### src/rtl/tx_prod_pkg.sv
package tx_prod_pkg;
  localparam int unsigned LEN_W_DEF = 32;
  localparam int unsigned OFF_W_DEF = 31;

  typedef enum logic [1:0] {
    ST_IDLE = 2'd0,
    ST_REQ  = 2'd1,
    ST_SEND = 2'd2,
    ST_DONE = 2'd3
  } txp_state_e;
endpackage

### src/rtl/txp_word_counter.sv
module txp_word_counter #(
  parameter int unsigned W = 32
) (
  input  logic         clk,
  input  logic         rst_n,
  input  logic         load,
  input  logic [W-1:0] load_val,
  input  logic         dec,
  output logic [W-1:0] count,
  output logic         is_zero
);
  assign is_zero = (count == '0);

  always_ff @(posedge clk or negedge rst_n) begin
    if (!rst_n) begin
      count <= '0;
    end else if (load) begin
      count <= load_val;
    end else if (dec && !is_zero) begin
      count <= count - W'(1);
    end
  end
endmodule

### src/rtl/txp_hold_stage.sv
module txp_hold_stage #(
  parameter int unsigned DW = 32
) (
  input  logic          clk,
  input  logic          rst_n,
  input  logic          load,
  input  logic [DW-1:0] in_data,
  input  logic          take,
  output logic [DW-1:0] out_data,
  output logic          out_valid
);
  always_ff @(posedge clk or negedge rst_n) begin
    if (!rst_n) begin
      out_valid <= 1'b0;
      out_data  <= '0;
    end else begin
      if (load) begin
        out_valid <= 1'b1;
        out_data  <= in_data;
      end else if (take) begin
        out_valid <= 1'b0;
      end
    end
  end
endmodule

### src/rtl/txp_ctrl.sv
module txp_ctrl
  import tx_prod_pkg::*;
(
  input  logic       clk,
  input  logic       rst_n,
  input  logic       start,
  input  logic       len_zero,
  input  logic       ack,
  input  logic       send_finish,
  output txp_state_e state,
  output logic       busy,
  output logic       req,
  output logic       accept
);
  txp_state_e nxt;
  logic       ack_seen;
  logic       ack_any;

  assign busy    = (state != ST_IDLE);
  assign req     = (state == ST_REQ) || (state == ST_SEND);
  assign accept  = (state == ST_IDLE) && start;
  assign ack_any = ack_seen || ack;

  always_comb begin
    nxt = state;
    unique case (state)
      ST_IDLE: if (start) nxt = ST_REQ;
      ST_REQ: begin
        if (!len_zero)    nxt = ST_SEND;
        else if (ack_any) nxt = ST_DONE;
      end
      ST_SEND: if (send_finish) nxt = ST_DONE;
      ST_DONE: if (ack_any) nxt = ST_IDLE;
      default: nxt = ST_IDLE;
    endcase
  end

  always_ff @(posedge clk or negedge rst_n) begin
    if (!rst_n) begin
      state    <= ST_IDLE;
      ack_seen <= 1'b0;
    end else begin
      state <= nxt;
      if (accept)                          ack_seen <= 1'b0;
      else if (ack && state != ST_IDLE)    ack_seen <= 1'b1;
    end
  end
endmodule

### src/rtl/tx_txn_producer.sv
module tx_txn_producer
  import tx_prod_pkg::*;
#(
  parameter int unsigned DATA_W = 32,
  parameter int unsigned LEN_W  = LEN_W_DEF,
  parameter int unsigned OFF_W  = OFF_W_DEF
) (
  input  logic              clk,
  input  logic              rst_n,
  input  logic              start,
  input  logic [LEN_W-1:0]  cfg_len,
  input  logic [OFF_W-1:0]  cfg_off,
  input  logic              cfg_last,
  output logic              busy,
  input  logic [DATA_W-1:0] src_data,
  input  logic              src_valid,
  output logic              src_ready,
  output logic              txn_req,
  input  logic              txn_ack,
  output logic [LEN_W-1:0]  txn_len,
  output logic [OFF_W-1:0]  txn_off,
  output logic              txn_last,
  output logic [DATA_W-1:0] tx_data,
  output logic              tx_valid,
  input  logic              tx_ren
);
  localparam logic [LEN_W-1:0] ONE_WORD = LEN_W'(1);

  txp_state_e       state;
  logic             accept;
  logic             consume;
  logic             fetch;
  logic             send_finish;
  logic [LEN_W-1:0] fetch_left;
  logic             fetch_zero;
  logic [LEN_W-1:0] send_left;
  logic             send_zero;

  always_ff @(posedge clk or negedge rst_n) begin
    if (!rst_n) begin
      txn_len  <= '0;
      txn_off  <= '0;
      txn_last <= 1'b0;
    end else if (accept) begin
      txn_len  <= cfg_len;
      txn_off  <= cfg_off;
      txn_last <= cfg_last;
    end
  end

  txp_ctrl u_ctrl (
    .clk         (clk),
    .rst_n       (rst_n),
    .start       (start),
    .len_zero    (txn_len == '0),
    .ack         (txn_ack),
    .send_finish (send_finish),
    .state       (state),
    .busy        (busy),
    .req         (txn_req),
    .accept      (accept)
  );

  assign consume     = tx_valid && tx_ren;
  assign src_ready   = (state == ST_SEND) && !fetch_zero && (!tx_valid || tx_ren);
  assign fetch       = src_valid && src_ready;
  assign send_finish = consume && !send_zero && (send_left == ONE_WORD);

  txp_word_counter #(.W(LEN_W)) u_fetch_cnt (
    .clk      (clk),
    .rst_n    (rst_n),
    .load     (accept),
    .load_val (cfg_len),
    .dec      (fetch),
    .count    (fetch_left),
    .is_zero  (fetch_zero)
  );

  txp_word_counter #(.W(LEN_W)) u_send_cnt (
    .clk      (clk),
    .rst_n    (rst_n),
    .load     (accept),
    .load_val (cfg_len),
    .dec      (consume),
    .count    (send_left),
    .is_zero  (send_zero)
  );

  txp_hold_stage #(.DW(DATA_W)) u_hold (
    .clk       (clk),
    .rst_n     (rst_n),
    .load      (fetch),
    .in_data   (src_data),
    .take      (consume),
    .out_data  (tx_data),
    .out_valid (tx_valid)
  );
endmodule

### config.mk
export PLATFORM = sky130hd
export DESIGN_NAME = tx_txn_producer
export DESIGN_NICKNAME = d
export VERILOG_FILES = /design/src/rtl/tx_prod_pkg.sv /design/src/rtl/txp_word_counter.sv /design/src/rtl/txp_hold_stage.sv /design/src/rtl/txp_ctrl.sv /design/src/rtl/tx_txn_producer.sv
export SDC_FILE = /design/constraint.sdc
export NUM_CORES = 1
export LEC_CHECK = 0
export ABC_AREA = 1
export CAP_MARGIN = 25
export CELL_PAD_IN_SITES_DETAIL_PLACEMENT = 1
export CELL_PAD_IN_SITES_GLOBAL_PLACEMENT = 2
export CORE_ASPECT_RATIO = 1.25
export CORE_MARGIN = 3
export CORE_UTILIZATION = 28
export CTS_BUF_LIST = sky130_fd_sc_hd__clkbuf_16
export CTS_CLUSTER_SIZE = 28
export DETAILED_ROUTE_END_ITERATION = 10
export PLACE_DENSITY_LB_ADDON = 0.1
export SYNTH_ARGS = -nofsm -noshare
export SYNTH_HDL_FRONTEND = slang
export SYNTH_SLANG_ARGS = --single-unit
### constraint.sdc
create_clock -name clk -period 2.5 [get_ports clk]
set_input_delay 0.5 -clock clk [delete_from_list [all_inputs] [get_ports clk]]
set_output_delay 0.5 -clock clk [all_outputs]
set_load 0.005 [all_outputs]
==> impl_results.md <==
* Iteration-0 DRC Markers at 373
* Overall Global Routing Usage at 19.1%
* Worst min path class: reg2reg
* Ports at 202
* Vias per cell at 4.56
* First-pass GRT wire length at 49.6 mm
* Antenna diode instance count at 0
* DP Cell Count at 1792
* Post-synth ARST share at 100%
* Wire length on met3 at 1.60 mm
* Critical Path Sink Type: primary output
* P_leak at 5.84 nW
* Fin nets at 1533
* Clock-pin slew on the worst setup and hold paths at 70 ps
* Slew Limit Fails at 0
* CP max-delay cell: clkdlybuf4s50_1
* Crit share post-route at 93.5%
* Met2 WL post-DR at 14.8 mm
* Rel. slew slack at 68.6%
* DRC Markers at 0
* Fillers at 3710
* Wl on met1 at 13.8 mm
* CP max FO at 5
* TNS Setup at 0 ps
* CP dominant cell by count: inv_1
* Power share of the combinational group at 48.2%
* Initial Util at 28.6%
* Avg Synthesized Cell Area at 7.15 um^2
* Max-cap viol count at 0
* Die W at 163 um
* Worst setup SP type: register
* Final setup violation count at 0
* Final wirelength at 31.0 mm
* Number of synthesized register bits at 164
* CP Cell Sequence: inv_1 > ha_1 > inv_1 > clkdlybuf4s50_1
* H-Tree Depth at 4
* Routed vias at 8374
* Clock Sinks at 164
* # rows at 71
* Part of the power in registers at 33.9%
* Crit Path Category: reg2out
* Uppermost layer routed: met5
* Fin. Hold Viols at 0
* Layout Utilization at 39.3%
* Total gr overflow at 0
* Minimum clock period at 2340 ps
* Root buf cell: clkbuf_16
* Layout area overhead at 37.6%
* Total power divided by cell area at 1210 nW/um^2
* Vias in the first global route at 8846
* HPWL Detailed at 22.9 mm
* Layout cell share with drive strength beyond 1 at 6.35%
* Unique masters post-synth at 34
* Clock tree from TritonCTS: done
* Slew at the pin closest to its max-slew limit at 471 ps
* Die Area at 33100 um^2
* Design internal power at 0.00851 W
* Yosys warns at 0
* Clock share of power at 17.9%
* Worst EP arrival at 1840 ps
* Crit path largest cell delay at 510 ps
* Die Ht at 203 um
* Antenna-violating nets left at 0
* Mapped Cells at 1211
* RePlAce Congestion at 0.790
* DR WL/cell at 16.9 um
* Syn Std Cell Area at 8650 um^2
* RSZ-0062 raised after global routing: false
* Syn nets at 1321
* Worst clock skew at 11.0 ps
* Setup ws final at 162 ps
* Initial antenna violation count at 1
* Drt first pass iters at 4
* Dpl ws at 69.4 ps
* Max VDD drop at 0.419 mV
* Status: finished clean
* Ys flop type: dfrtp_1
* CP Data Required Time at 2000 ps
* Seq/Total Area, Yosys at 47.4%
* Switch share at 40.7%
* Clock latency at the later pin of the worst-skew pair at 430 ps
* Area of the multi-input gates at 4040 um^2
* Core area at 30300 um^2
* Max Buffers Root-to-Sink at 2
* Port Buffers at 201
* Final hold slack at 479 ps
* CTS buffer count at 17
* Largest net degree at the start of global routing at 87
* Number of synthesized flops with an enable pin at 0
* Area occupied by registers at 4100 um^2
* FMAX at 428 MHz
* Layout Cells excl Fill at 1835
* Net switching power figure at 0.00585 W
-- worst max-delay path, delay by kind of cell (launching register included) --
family / cells / cell delay (ps)
flip-flops: 1 / 430
adder cells (fa/ha/maj): 1 / 250
buffers and inverters: 3 / 730
-- flip-flops by register name (all words and copies together), names as in the netlist --
name / cells
txn_last: 1
txn_len: 32
txn_off: 31
u_ctrl.ack_seen: 1
u_ctrl.state: 2
u_fetch_cnt.count: 32
u_hold.out_data: 32
u_hold.out_valid: 1
u_send_cnt.count: 32
-- Yosys cell counts (5+ instances only) --
| library cell | count | area (um^2) |
|---|---|---|
| a21oi_1 | 9 | 45.0 |
| a31oi_1 | 15 | 93.8 |
| buf_1 | 9 | 33.8 |
| buf_2 | 10 | 50.1 |
| buf_6 | 7 | 78.8 |
| clkbuf_1 | 15 | 56.3 |
| dfrtp_1 | 164 | 4100 |
| ha_1 | 8 | 100 |
| inv_1 | 84 | 315 |
| nand2_1 | 510 | 1910 |
| nand3_1 | 94 | 470 |
| nand4_1 | 5 | 31.3 |
| nor2_1 | 157 | 589 |
| nor2_2 | 5 | 31.3 |
| o21ai_0 | 60 | 300 |
| o21bai_1 | 7 | 52.6 |
| xnor2_1 | 11 | 96.3 |
| xor2_1 | 7 | 61.3 |
-- power by group through the flow --
| stage | combinational (W) | clock, W | sequential, W |
|---|---|---|---|
| 2_1_floorplan | 0.00366 | 0 | 0.00476 |
| 3_5_place_dp | 0.00687 | 0 | 0.00492 |
| 3_3_place_gp | 0.00679 | 0 | 0.00488 |
| 5_1_grt | 0.00789 | 0.00278 | 0.00505 |
| 6_report | 0.00692 | 0.00257 | 0.00486 |
| 4_1_cts | 0.00709 | 0.00266 | 0.00487 |
-- cell usage in the layout (no fill, tap or decap), drive strengths merged --
master / netlist / final
a31oi: 15 / 15
o21ai: 64 / 64
nand3: 95 / 95
clkinv: 1 / 5
o211ai: 2 / 2
o21a: 1 / 1
inv: 87 / 89
dlygate4sd3: 0 / 1
clkinvlp: 0 / 5
xnor2: 11 / 11
o31ai: 1 / 1
a21oi: 9 / 9
clkbuf: 15 / 17
dfrtp: 164 / 164
o21bai: 7 / 7
and2: 3 / 3
or2: 3 / 3
nor3: 4 / 4
xor2: 7 / 7
nand4: 5 / 5
buf: 27 / 35
a21o: 1 / 1
ha: 8 / 8
bufinv: 0 / 2
clkdlybuf4s50: 0 / 199
nor2: 164 / 164
nor4: 2 / 2
nand2: 515 / 515
-- metrics by stage --
step	power (W)	instance area (um^2)
finish	0.0144	11900
global route	0.0157	11900
CTS	0.0146	11900
detailed placement	0.0118	11200
global placement	0.0117	11200
floorplan	0.00842	8650
-- layout make-up --
cell class | instances | area share, %
sequential | 164 | 34.5
inverter | 88 | 2.78
tap | 401 | 4.21
clock inverter | 13 | 1.02
clock buffer | 17 | 3.57
timing repair buffer | 235 | 20.1
multi-input combinational | 917 | 33.9
-- repair_timing --
item	CTS	global route
gates resized for setup	14	1
setup buffers	11	1
endpoints found under the setup margin	1	1
hold buffers	1	0
pin swaps	6	4
endpoints found under the hold margin	11	0
-- routing by layer --
metal	vias to the layer above	global-route usage [%]
li1	4212	-
met1	3962	24.0
met2	167	32.1
met5	-	0
met4	2	5.47
met3	31	5.22
-- final timing paths --
path	startpoint	end	slack [ps]	cells past startpoint
hold reg to reg	txn_off[3]	txn_off[3]	480	2
min in group asynchronous	rst_n	txn_len[10]	580	2
max in group asynchronous	rst_n	txn_off[10]	1200	3
setup / recovery	u_ctrl.state[0]	busy	160	4
setup reg to reg	u_fetch_cnt.count[6]	u_fetch_cnt.count[25]	400	10
hold / removal	txn_off[3]	txn_off[3]	480	2
-- cells by family after synthesis --
kind of cell             after synthesis  synth area share, %
AND/OR/NAND/NOR                      791                 36.8
flip-flops                           164                 47.4
buffers and inverters                130                 6.45
AO/OA/AOI/OAI                        100                 6.35
XOR/XNOR                              18                 1.82
adder cells (fa/ha/maj)                8                 1.16
Note: power is estimated with default switching activity, not from simulation.
